### src/rtl/ovr_fetch_pkg.sv
// Shared types for the two-speed fetch controller.
// Assumes a fixed three-stage front end: fetch, cache access, queue insert.
package ovr_fetch_pkg;
    // Which source, if any, replaces the next fetch address this cycle.
    typedef enum logic [1:0] {
        RD_NONE     = 2'd0,
        RD_OVERRIDE = 2'd1,
        RD_EXTERNAL = 2'd2
    } redir_e;

    localparam int unsigned NUM_STAGES = 3;
    localparam logic [NUM_STAGES-1:0] KILL_NONE  = 3'b000;
    localparam logic [NUM_STAGES-1:0] KILL_YOUNG = 3'b011;
    localparam logic [NUM_STAGES-1:0] KILL_ALL   = 3'b111;
endpackage

### src/rtl/ovr_grp_pipe.sv
// Carries fetch groups from the fetch stage to the queue stage.
// Each slot keeps the fetch address and the quick predictor's taken bit and
// target. A flush empties every slot after the fetch stage; a stall holds them.
// Assumes flush and stall may both be high; flush wins.
module ovr_grp_pipe #(
    parameter int unsigned ADDR_W = 32,
    parameter int unsigned DEPTH  = 2
) (
    input  logic              clk,
    input  logic              rst_n,
    input  logic              flush,
    input  logic              stall,
    input  logic [ADDR_W-1:0] in_addr,
    input  logic              in_taken,
    input  logic [ADDR_W-1:0] in_target,
    output logic              out_vld,
    output logic [ADDR_W-1:0] out_addr,
    output logic              out_taken,
    output logic [ADDR_W-1:0] out_target
);
    logic              vld_q [DEPTH];
    logic [ADDR_W-1:0] addr_q [DEPTH];
    logic              tk_q  [DEPTH];
    logic [ADDR_W-1:0] tgt_q [DEPTH];

    for (genvar i = 0; i < DEPTH; i++) begin : g_slot
        logic              src_vld;
        logic [ADDR_W-1:0] src_addr;
        logic              src_tk;
        logic [ADDR_W-1:0] src_tgt;

        // Select what feeds this slot: the fetch stage or the slot before.
        if (i == 0) begin : g_head
            always_comb begin
                src_vld  = 1'b1;
                src_addr = in_addr;
                src_tk   = in_taken;
                src_tgt  = in_target;
            end
        end else begin : g_body
            always_comb begin
                src_vld  = vld_q[i-1];
                src_addr = addr_q[i-1];
                src_tk   = tk_q[i-1];
                src_tgt  = tgt_q[i-1];
            end
        end

        // Advance, hold or empty this slot.
        always_ff @(posedge clk) begin
            if (!rst_n || flush) begin
                vld_q[i] <= 1'b0;
            end else if (!stall) begin
                vld_q[i] <= src_vld;
            end
        end

        // Payload moves with the slot; no reset needed while invalid.
        always_ff @(posedge clk) begin
            if (!stall) begin
                addr_q[i] <= src_addr;
                tk_q[i]   <= src_tk;
                tgt_q[i]  <= src_tgt;
            end
        end
    end

    assign out_vld    = vld_q[DEPTH-1];
    assign out_addr   = addr_q[DEPTH-1];
    assign out_taken  = tk_q[DEPTH-1];
    assign out_target = tgt_q[DEPTH-1];

    // a stall with no flush leaves the queue-stage slot unchanged.
    a_r8_slot_hold: assert property (@(posedge clk) disable iff (!rst_n)
        (stall && !flush) |=> (out_vld == $past(out_vld)) && $stable(out_addr))
        else $error("a_r8_slot_hold");
    // a flush leaves the queue-stage slot empty in the next cycle.
    a_r5_flush_empties: assert property (@(posedge clk) disable iff (!rst_n)
        flush |=> !out_vld)
        else $error("a_r5_flush_empties");
endmodule

### src/rtl/ovr_cmp.sv
// Decides whether the slow verdict disagrees with the quick prediction.
// Assumes targets are meaningful only when the matching taken bit is set.
module ovr_cmp #(
    parameter int unsigned ADDR_W = 32
) (
    input  logic              fast_taken,
    input  logic [ADDR_W-1:0] fast_target,
    input  logic              slow_taken,
    input  logic [ADDR_W-1:0] slow_target,
    output logic              mismatch
);
    // Direction differs, or both taken toward different places.
    always_comb begin
        mismatch = (fast_taken != slow_taken) ||
                   (fast_taken && slow_taken && (fast_target != slow_target));
    end
endmodule

### src/rtl/ovr_pc_gen.sv
// Holds the fetch address and picks the next one each cycle.
// Priority: external redirect, override, stall, then the quick prediction.
module ovr_pc_gen
    import ovr_fetch_pkg::*;
#(
    parameter int unsigned         ADDR_W      = 32,
    parameter int unsigned         GROUP_BYTES = 16,
    parameter logic [ADDR_W-1:0]   RESET_ADDR  = '0
) (
    input  logic              clk,
    input  logic              rst_n,
    input  redir_e            redir,
    input  logic              stall,
    input  logic [ADDR_W-1:0] ext_target,
    input  logic [ADDR_W-1:0] ovr_target,
    input  logic              fast_taken,
    input  logic [ADDR_W-1:0] fast_target,
    output logic [ADDR_W-1:0] pc
);
    localparam logic [ADDR_W-1:0] GRP_INC = ADDR_W'(GROUP_BYTES);

    logic [ADDR_W-1:0] pc_d;

    // Next-address mux.
    always_comb begin
        unique case (redir)
            RD_EXTERNAL: pc_d = ext_target;
            RD_OVERRIDE: pc_d = ovr_target;
            default: begin
                if (stall)           pc_d = pc;
                else if (fast_taken) pc_d = fast_target;
                else                 pc_d = pc + GRP_INC;
            end
        endcase
    end

    // Fetch address register.
    always_ff @(posedge clk) begin
        if (!rst_n) pc <= RESET_ADDR;
        else        pc <= pc_d;
    end

    // external redirect lands on its target.
    a_r7_ext_target: assert property (@(posedge clk) disable iff (!rst_n)
        (redir == RD_EXTERNAL) |=> pc == $past(ext_target))
        else $error("a_r7_ext_target");
    // undisturbed not-taken fetch steps by one group.
    a_r2_seq_step: assert property (@(posedge clk) disable iff (!rst_n)
        (redir == RD_NONE && !stall && !fast_taken) |=> pc == $past(pc) + GRP_INC)
        else $error("a_r2_seq_step");
endmodule

### src/rtl/ovr_fetch_ctrl.sv
// Two-speed prediction fetch controller.
// Stage 1 fetches at pc and follows the quick predictor. Stage 2 is the cache
// access. Stage 3 inserts into the fetch queue and meets the slow verdict.
// Assumes the slow predictor presents its verdict for the stage-3 group and
// keeps it up while the queue is full.
module ovr_fetch_ctrl
    import ovr_fetch_pkg::*;
#(
    parameter int unsigned       ADDR_W      = 32,
    parameter int unsigned       GROUP_BYTES = 16,
    parameter logic [ADDR_W-1:0] RESET_ADDR  = '0
) (
    input  logic              clk,
    input  logic              rst_n,
    output logic [ADDR_W-1:0] fetch_addr,
    input  logic              fast_vld,
    input  logic              fast_taken,
    input  logic [ADDR_W-1:0] fast_target,
    input  logic              slow_vld,
    input  logic              slow_taken,
    input  logic [ADDR_W-1:0] slow_target,
    input  logic              rdr_vld,
    input  logic [ADDR_W-1:0] rdr_target,
    input  logic              fq_full,
    output logic              fq_push,
    output logic [ADDR_W-1:0] fq_addr,
    output logic              fq_taken,
    output logic [ADDR_W-1:0] fq_next,
    output logic              ovr_flush,
    output logic [2:0]        kill_mask
);
    localparam logic [ADDR_W-1:0] GRP_INC = ADDR_W'(GROUP_BYTES);

    logic              fast_tk_eff;
    logic              s3_vld;
    logic [ADDR_W-1:0] s3_addr;
    logic              s3_tk;
    logic [ADDR_W-1:0] s3_tgt;
    logic              stall;
    logic              mismatch;
    logic              override;
    logic              pipe_flush;
    redir_e            redir;
    logic              fin_tk;
    logic [ADDR_W-1:0] fin_tgt;

    // An absent quick prediction means sequential fetch.
    assign fast_tk_eff = fast_vld & fast_taken;

    // Full queue freezes the front end only when stage 3 has a group to place.
    assign stall = fq_full & s3_vld;

    ovr_grp_pipe #(.ADDR_W(ADDR_W), .DEPTH(NUM_STAGES - 1)) u_pipe (
        .clk        (clk),
        .rst_n      (rst_n),
        .flush      (pipe_flush),
        .stall      (stall),
        .in_addr    (fetch_addr),
        .in_taken   (fast_tk_eff),
        .in_target  (fast_target),
        .out_vld    (s3_vld),
        .out_addr   (s3_addr),
        .out_taken  (s3_tk),
        .out_target (s3_tgt)
    );

    ovr_cmp #(.ADDR_W(ADDR_W)) u_cmp (
        .fast_taken  (s3_tk),
        .fast_target (s3_tgt),
        .slow_taken  (slow_taken),
        .slow_target (slow_target),
        .mismatch    (mismatch)
    );

    // Override fires once, when a valid group leaves stage 3 unopposed.
    assign override = s3_vld & ~stall & slow_vld & mismatch & ~rdr_vld;

    // Redirect source selection; resolution beats override.
    always_comb begin
        if (rdr_vld)       redir = RD_EXTERNAL;
        else if (override) redir = RD_OVERRIDE;
        else               redir = RD_NONE;
    end

    assign pipe_flush = (redir != RD_NONE);

    // Final prediction of the stage-3 group and the address after it.
    always_comb begin
        fin_tk  = override ? slow_taken  : s3_tk;
        fin_tgt = override ? slow_target : s3_tgt;
        fq_next = fin_tk ? fin_tgt : s3_addr + GRP_INC;
    end

    ovr_pc_gen #(
        .ADDR_W      (ADDR_W),
        .GROUP_BYTES (GROUP_BYTES),
        .RESET_ADDR  (RESET_ADDR)
    ) u_pc (
        .clk         (clk),
        .rst_n       (rst_n),
        .redir       (redir),
        .stall       (stall),
        .ext_target  (rdr_target),
        .ovr_target  (fq_next),
        .fast_taken  (fast_tk_eff),
        .fast_target (fast_target),
        .pc          (fetch_addr)
    );

    // Queue write and flush reporting.
    always_comb begin
        fq_push   = s3_vld & ~stall & ~rdr_vld;
        fq_addr   = s3_addr;
        fq_taken  = fin_tk;
        ovr_flush = override;
        unique case (redir)
            RD_EXTERNAL: kill_mask = KILL_ALL;
            RD_OVERRIDE: kill_mask = KILL_YOUNG;
            default:     kill_mask = KILL_NONE;
        endcase
    end

    // never write into a full queue.
    a_r8_no_push_full: assert property (@(posedge clk) disable iff (!rst_n)
        fq_push |-> !fq_full)
        else $error("a_r8_no_push_full");
    // fetch address holds across a stall cycle without redirect.
    a_r8_pc_hold: assert property (@(posedge clk) disable iff (!rst_n)
        (fq_full && s3_vld && !rdr_vld) |=> $stable(fetch_addr))
        else $error("a_r8_pc_hold");
    // an override always places its own group and restarts after it.
    a_r5_ovr_restart: assert property (@(posedge clk) disable iff (!rst_n)
        ovr_flush |-> fq_push ##1 (fetch_addr == $past(fq_next)))
        else $error("a_r5_ovr_restart");
    // a resolution redirect suppresses queue writes and overrides.
    a_r7_ext_quiet: assert property (@(posedge clk) disable iff (!rst_n)
        rdr_vld |-> !fq_push && !ovr_flush)
        else $error("a_r7_ext_quiet");
    // after an override the next cycle has nothing left in stage 3.
    a_r5_no_young_push: assert property (@(posedge clk) disable iff (!rst_n)
        ovr_flush |=> !fq_push)
        else $error("a_r5_no_young_push");
endmodule

### config.mk
export PLATFORM = sky130hd
export DESIGN_NAME = ovr_fetch_ctrl
export DESIGN_NICKNAME = d
export VERILOG_FILES = /design/src/rtl/ovr_fetch_pkg.sv /design/src/rtl/ovr_grp_pipe.sv /design/src/rtl/ovr_cmp.sv /design/src/rtl/ovr_pc_gen.sv /design/src/rtl/ovr_fetch_ctrl.sv
export SDC_FILE = /design/constraint.sdc
export NUM_CORES = 1
export LEC_CHECK = 0
export BUFFER_PORTS_ARGS = -buffer_cell sky130_fd_sc_hd__buf_2
export CAP_MARGIN = 25
export CORE_MARGIN = 4
export CORE_UTILIZATION = 36
export CTS_CLUSTER_SIZE = 25
export DETAILED_ROUTE_END_ITERATION = 12
export HOLD_SLACK_MARGIN = 0.06
export SETUP_SLACK_MARGIN = 0.15
export SLEW_MARGIN = 10
export SYNTH_ARGS = -nofsm -noshare
export SYNTH_HDL_FRONTEND = slang
export SYNTH_SLANG_ARGS = --single-unit
export TNS_END_PERCENT = 1
### constraint.sdc
create_clock -name clk -period 8.22 [get_ports clk]
set_input_delay 2.055 -clock clk [delete_from_list [all_inputs] [get_ports clk]]
set_output_delay 2.055 -clock clk [all_outputs]
set_load 0.02 [all_outputs]
---- After elaboration in Yosys (flattened, before gate mapping) ----
Memory sizes are Yosys's and may differ from the RTL's.
Index checks and enable logic that the tools add are counted.
operators by class
  $add $sub $neg .......................... 2
  muxes and demuxes ....................... 16
  bitwise gates (word level) .............. 11
  equality and inequality tests ........... 5
  reduce and logical (&&, ||, !) cells .... 6
operator list
  operator                                        count
  2-to-1 mux 32 bit                               4
  adder 32 x 5 -> 32 bit (second input constant)  2
  case mux 32 bit (2 select lines)                1
  != test 32 bit                                  1
  2-to-1 mux 1 bit                                9
  bitwise AND 1 bit                               7
  case mux 3 bit (2 select lines)                 1
  != test 3 x 1 -> 1 bit (second input constant)  1
  == test 2 x 1 -> 1 bit (second input constant)  1
  == test 2 bit (second input constant)           1
  logical AND 1 bit                               2
  logical OR 1 bit                                2
  2-to-1 mux 2 bit                                1
  NOT 1 bit                                       2
  OR 1 bit                                        2
  nonzero test 2 bit                              1
  logical NOT 1 bit                               1
  != test 1 bit                                   1
storage, ports and cells
  memories ................................ 4
  output and inout bits ................... 102
  bits in registers ....................... 32
  input bits .............................. 104
  logic and storage cells ................. 45
  bits in writable memories ............... 132
memories
  memory         depth  bits a word  rd ports  clocked after Yosys merged registers in  wr ports  RTL line            source
  u_pipe.addr_q  2      32           2         0                                        2         ovr_grp_pipe.sv:22  logic [ADDR_W-1:0] addr_q [DEPTH];
  u_pipe.tgt_q   2      32           2         0                                        2         ovr_grp_pipe.sv:24  logic [ADDR_W-1:0] tgt_q [DEPTH];
  u_pipe.tk_q    2      1            2         0                                        2         ovr_grp_pipe.sv:23  logic tk_q [DEPTH];
  u_pipe.vld_q   2      1            2         0                                        2         ovr_grp_pipe.sv:21  logic vld_q [DEPTH];

---- Logic depth before layout (Yosys ltp) ----
An unclocked memory read counts as a cell.
  depth in word-level cells ............... 14
  gate-level depth with buffers ........... 10

---- Modules after synthesis ----
A second synthesis with hierarchy kept.
unflattened totals
  cell total of the unflattened synthesis .. 742
  area total of the unflattened synthesis .. 8526.9 µm²
by module, submodules not included
  module          area each (µm²)  instances  cells each
  ovr_grp_pipe    4235.3           1          168
  ovr_pc_gen      2531.2           1          335
  ovr_fetch_ctrl  1393.8           1          194
  ovr_cmp         366.6            1          45

---- Worst setup path before layout ----
OpenSTA, ideal clock, no wires.
  path kind ............................... input-to-reg
  start ................................... input port fq_full
  end ..................................... register u_pc.pc[10]
  data arrival time ....................... 7.447 ns
  library setup time ...................... 0.097 ns
  cell stages on the path ................. 6
  slack ................................... 0.675 ns
  buffers on the path ..................... 2
  required time ........................... 8.123 ns
  cell sequence ........................... and2_1 > clkbuf_1 > inv_1 > buf_1 > nand3_1 > o2bb2ai_1
between the ends
  word-level cells in the longest chain between the ends .. 10
  elaborated cells on any way between the ends .. 15
  those cells by class .................... eq/ne (3); mux (6); bitwise (6)
ends and longest elaborated chain
  item                                                                               RTL line              source
  start: declaration                                                                 ovr_fetch_ctrl.sv:24  input logic fq_full,
  bitwise AND 1 bit *                                                                ovr_fetch_ctrl.sv:51  assign stall = fq_full & s3_vld;
  NOT 1 bit                                                                          ovr_fetch_ctrl.sv:76  assign override = s3_vld & ~stall & slow_vld & mismatch & ~rdr_vld;
  bitwise AND 1 bit (4 in a row)                                                     ovr_fetch_ctrl.sv:76
  2-to-1 mux 1 bit                                                                   ovr_fetch_ctrl.sv:81  else if (override) redir = RD_OVERRIDE;
  2-to-1 mux 2 bit                                                                   ovr_fetch_ctrl.sv:80  if (rdr_vld) redir = RD_EXTERNAL;
  == test 2 x 1 -> 1 bit / == test 2 bit (equally long branches)                     ovr_pc_gen.sv:26      unique case (redir)
  case mux 32 bit (2 select lines) / != test 3 x 1 -> 1 bit (equally long branches)  --
  end signal: assignment                                                             ovr_pc_gen.sv:40      else pc <= pc_d;
  end: declaration                                                                   ovr_pc_gen.sv:18      output logic [ADDR_W-1:0] pc
Mark *: on every way between the ends. The rest lies on a longest branch, timed or not.
A chain may end at the register's enable or synchronous reset.

---- Worst setup path after layout ----
  start ................................... input port slow_target[24]
  end ..................................... output port fq_next[2]
between the ends
  word-level cells in the longest chain between the ends .. 7
  elaborated cells on any way between the ends .. 8
  those cells by class .................... eq/ne (1); mux (3); bitwise (2); reduce/logical (2)
ends and longest elaborated chain
  item                                                          RTL line                                    source
  start: declaration                                            ovr_fetch_ctrl.sv:21                        input logic [ADDR_W-1:0] slow_target,
  != test 32 bit *                                              ovr_cmp.sv:15                               (fast_taken && slow_taken && (fast_target != slow_target));
  logical AND 1 bit *                                           ovr_cmp.sv:15
  logical OR 1 bit *                                            ovr_cmp.sv:14                               mismatch = (fast_taken != slow_taken) ||
  bitwise AND 1 bit * (2 in a row)                              ovr_fetch_ctrl.sv:76
  2-to-1 mux 32 bit / 2-to-1 mux 1 bit (equally long branches)  ovr_fetch_ctrl.sv:90, ovr_fetch_ctrl.sv:89
  2-to-1 mux 32 bit *                                           ovr_fetch_ctrl.sv:91                        fq_next = fin_tk ? fin_tgt : s3_addr + GRP_INC;
  end: declaration                                              ovr_fetch_ctrl.sv:28                        output logic [ADDR_W-1:0] fq_next,
Marks and branches as above.

==> results.txt <==
DIE WIDTH = 163 microns
Post-CTS Resized = 0
pre-CTS WS = 1.11 ns
library cells used by synthesis = 58
total wire length = 28300 microns
final setup fails = 0
syn avg cell area = 10.7 sq um
most used cell, CP = buf_2
CTS max path bufs = 2
Starting Density = 0.367
CP Data Required Time = 6.17 ns
worst-margin pin slew = 0.824 ns
worst hold slack = 0.414 ns
1st-pass router iterations = 6
critical path endpoint category = output port
RSZ-0062 raised after global routing = no
clk sinks = 164
FFs w/ async S/R, synth = 0
synthesized cell area = 8610 sq um
hold_buf cts = 0
initial antenna violation count = 5
crit path cell chain = buf_2 > xnor2_1 > nand4_1 > nor4_2 > nand2_2 > a31oi_4 > inv_2 > mux2i_2 > a211o_1 > buf_2
Synth top area share = 0.461
latest clock arrival within the worst-skew pair = 0.43 ns
first-pass GRT wire length = 41500 microns
pwr/cell area = 217 nW/um^2
GRT Util Overall = 0.210
FMAX = 142 MHz
syn nets = 908
number of nets with antenna violations after routing = 0
post-CTS setup buffer count = 0
clock transition at the registers of the reported paths = 0.07 ns
setup TNS = 0 ns
die area = 26400 sq um
# rows = 56
Clock Skew = 0.0143 ns
share of cells above drive strength 1 = 0.279
wire per inst = 21.9 microns
Yosys top cell by area = edfxtp_1
Crit Path Class = in2out
post-route cell area = 10300 sq um
Post-Synthesis Cells = 801
Max Slew Vio Count = 0
count leader, synth = edfxtp_1
Final Power = 2240 uW
CORE AREA = 23500 sq um
most common flop cell mapped by yosys = edfxtp_1
internal reg-to-reg setup slack = 4.97 ns
status = finished clean
final period utilization = 0.854
I/O Buffers = 205
synthesized flop and latch total = 164
share of the yosys chip area belonging to registers = 0.535
Final min period = 7.02 ns
Final nets = 1063
max incr delay on CP = 0.54 ns
vias in the first global route = 6703
TritonCTS buffer count = 17
Max stage delay cell, worst path = mux2i_2
H-tree levels = 4
setup ws final = 1.20 ns
largest net degree at the start of global routing = 87
RePlAce Congestion = 0.810
total gr overflow = 0
vias after detailed routing = 6952
Commonest cells post-synth = edfxtp_1, o21ai_0, nand2_1, xnor2_1, nor2_1
Hold Violations, Final = 0
Worst Path Arrival = 4.96 ns
Slew headroom = 0.450
count of yosys warnings during synthesis = 0
Peak VDD IR = 0.128 mV
Setup crit start kind = primary input
Die Y = 163 microns
CTS root buf = clkbuf_16
area of placed instances = 9690 sq um
post-DR vias/cell = 5.39
worst hold-check path type = reg2reg
DR iter-0 viols = 554
Max-cap violations = 0
hpwl dp = 19600 microns
Post-route DRC = 0
static leakage = 0.00417 uW
worst-path maximum fanout = 39
Ports = 206
area grow syn2layout = 20.0%
Post-synth EDFFs = 132
largest cells by area after synthesis = edfxtp_1, dfxtp_1, xnor2_1
CTS tree = yes
## cells by family (layout without fill, tap and decap cells)
family                     after synthesis  count (layout)  share of synthesized area
AOI/OAI and AO/OA                      200             200                      0.144
xor gates and xnor gates                80              80                     0.0814
adders and majority gates                3               3                    0.00436
buffers and inverters                   88             256                     0.0539
DFF                                    164             164                      0.535
muxes                                   29              29                     0.0349
other                                    0               2                          0
and+or+nand+nor                        237             237                      0.147
## power breakdown
group / total, uW / internal, uW / switching [uW]
Sequential: 1030 / 968 / 58.2
Clock: 868 / 521 / 347
Combinational: 342 / 127 / 215
Total: 2240 / 1620 / 620
## cells in the final DEF, fill, tap and decap left out, types with 22 or more instances in the layout
cell type	synthesis	routed
edfxtp_1	132	132
o21ai_0	77	77
xor2_1	25	25
a21oi_1	42	42
buf_2	8	205
nor2_1	54	54
xnor2_1	55	55
nand4_1	22	22
nand3_1	23	23
dfxtp_1	32	32
mux2i_1	23	23
nand2_1	69	69
## state kept, by name, summed over array words and instances, names as in the netlist
signal,count
u_pipe.tgt_q,64
u_pipe.tk_q,2
u_pipe.addr_q,64
u_pipe.vld_q,2
u_pc.pc,32
## final timing paths
check / startpoint / cells past startpoint / end
max: slow_target[24] / 10 / fq_next[2]
min: u_pipe.tgt_q[0][23] / 0 / u_pipe.tgt_q[0][55]
max reg2reg: u_pipe.tgt_q[0][56] / 8 / u_pipe.vld_q[1]
min reg2reg: u_pipe.tgt_q[0][23] / 0 / u_pipe.tgt_q[0][55]
## layout make-up
| type | count | area (sq um) |
|---|---|---|
| tap | 319 | 399 |
| inverter | 9 | 38.8 |
| sequential | 164 | 4600 |
| antenna | 2 | 5.00 |
| clock inverter | 14 | 199 |
| timing repair buffer | 215 | 1100 |
| fill | 2251 | 13100 |
| clock buffer | 18 | 439 |
| multi-input combinational | 549 | 3540 |
## per-layer routing
metal | part of all wire | GRT usage
met5 | 0.0014 | 0
met3 | 0.084 | 0.0620
met1 | 0.44 | 0.293
met4 | 0.012 | 0.0435
met2 | 0.46 | 0.328
## worst max-delay path, delay by kind of cell
family          cells  cell delay, ns
xor+xnor            1            0.35
mux                 1            0.54
compound gates      2            0.42
simple gates        3            0.95
buf+inv             3            0.62
## metrics by stage
stage | cells | utilization
6_report | 1290 | 0.440
5_1_grt | 1290 | 0.440
4_1_cts | 1288 | 0.440
3_5_place_dp | 1256 | 0.413
3_3_place_gp | 1256 | 0.413
2_1_floorplan | 801 | -
Power figures use the tool's default switching activity.
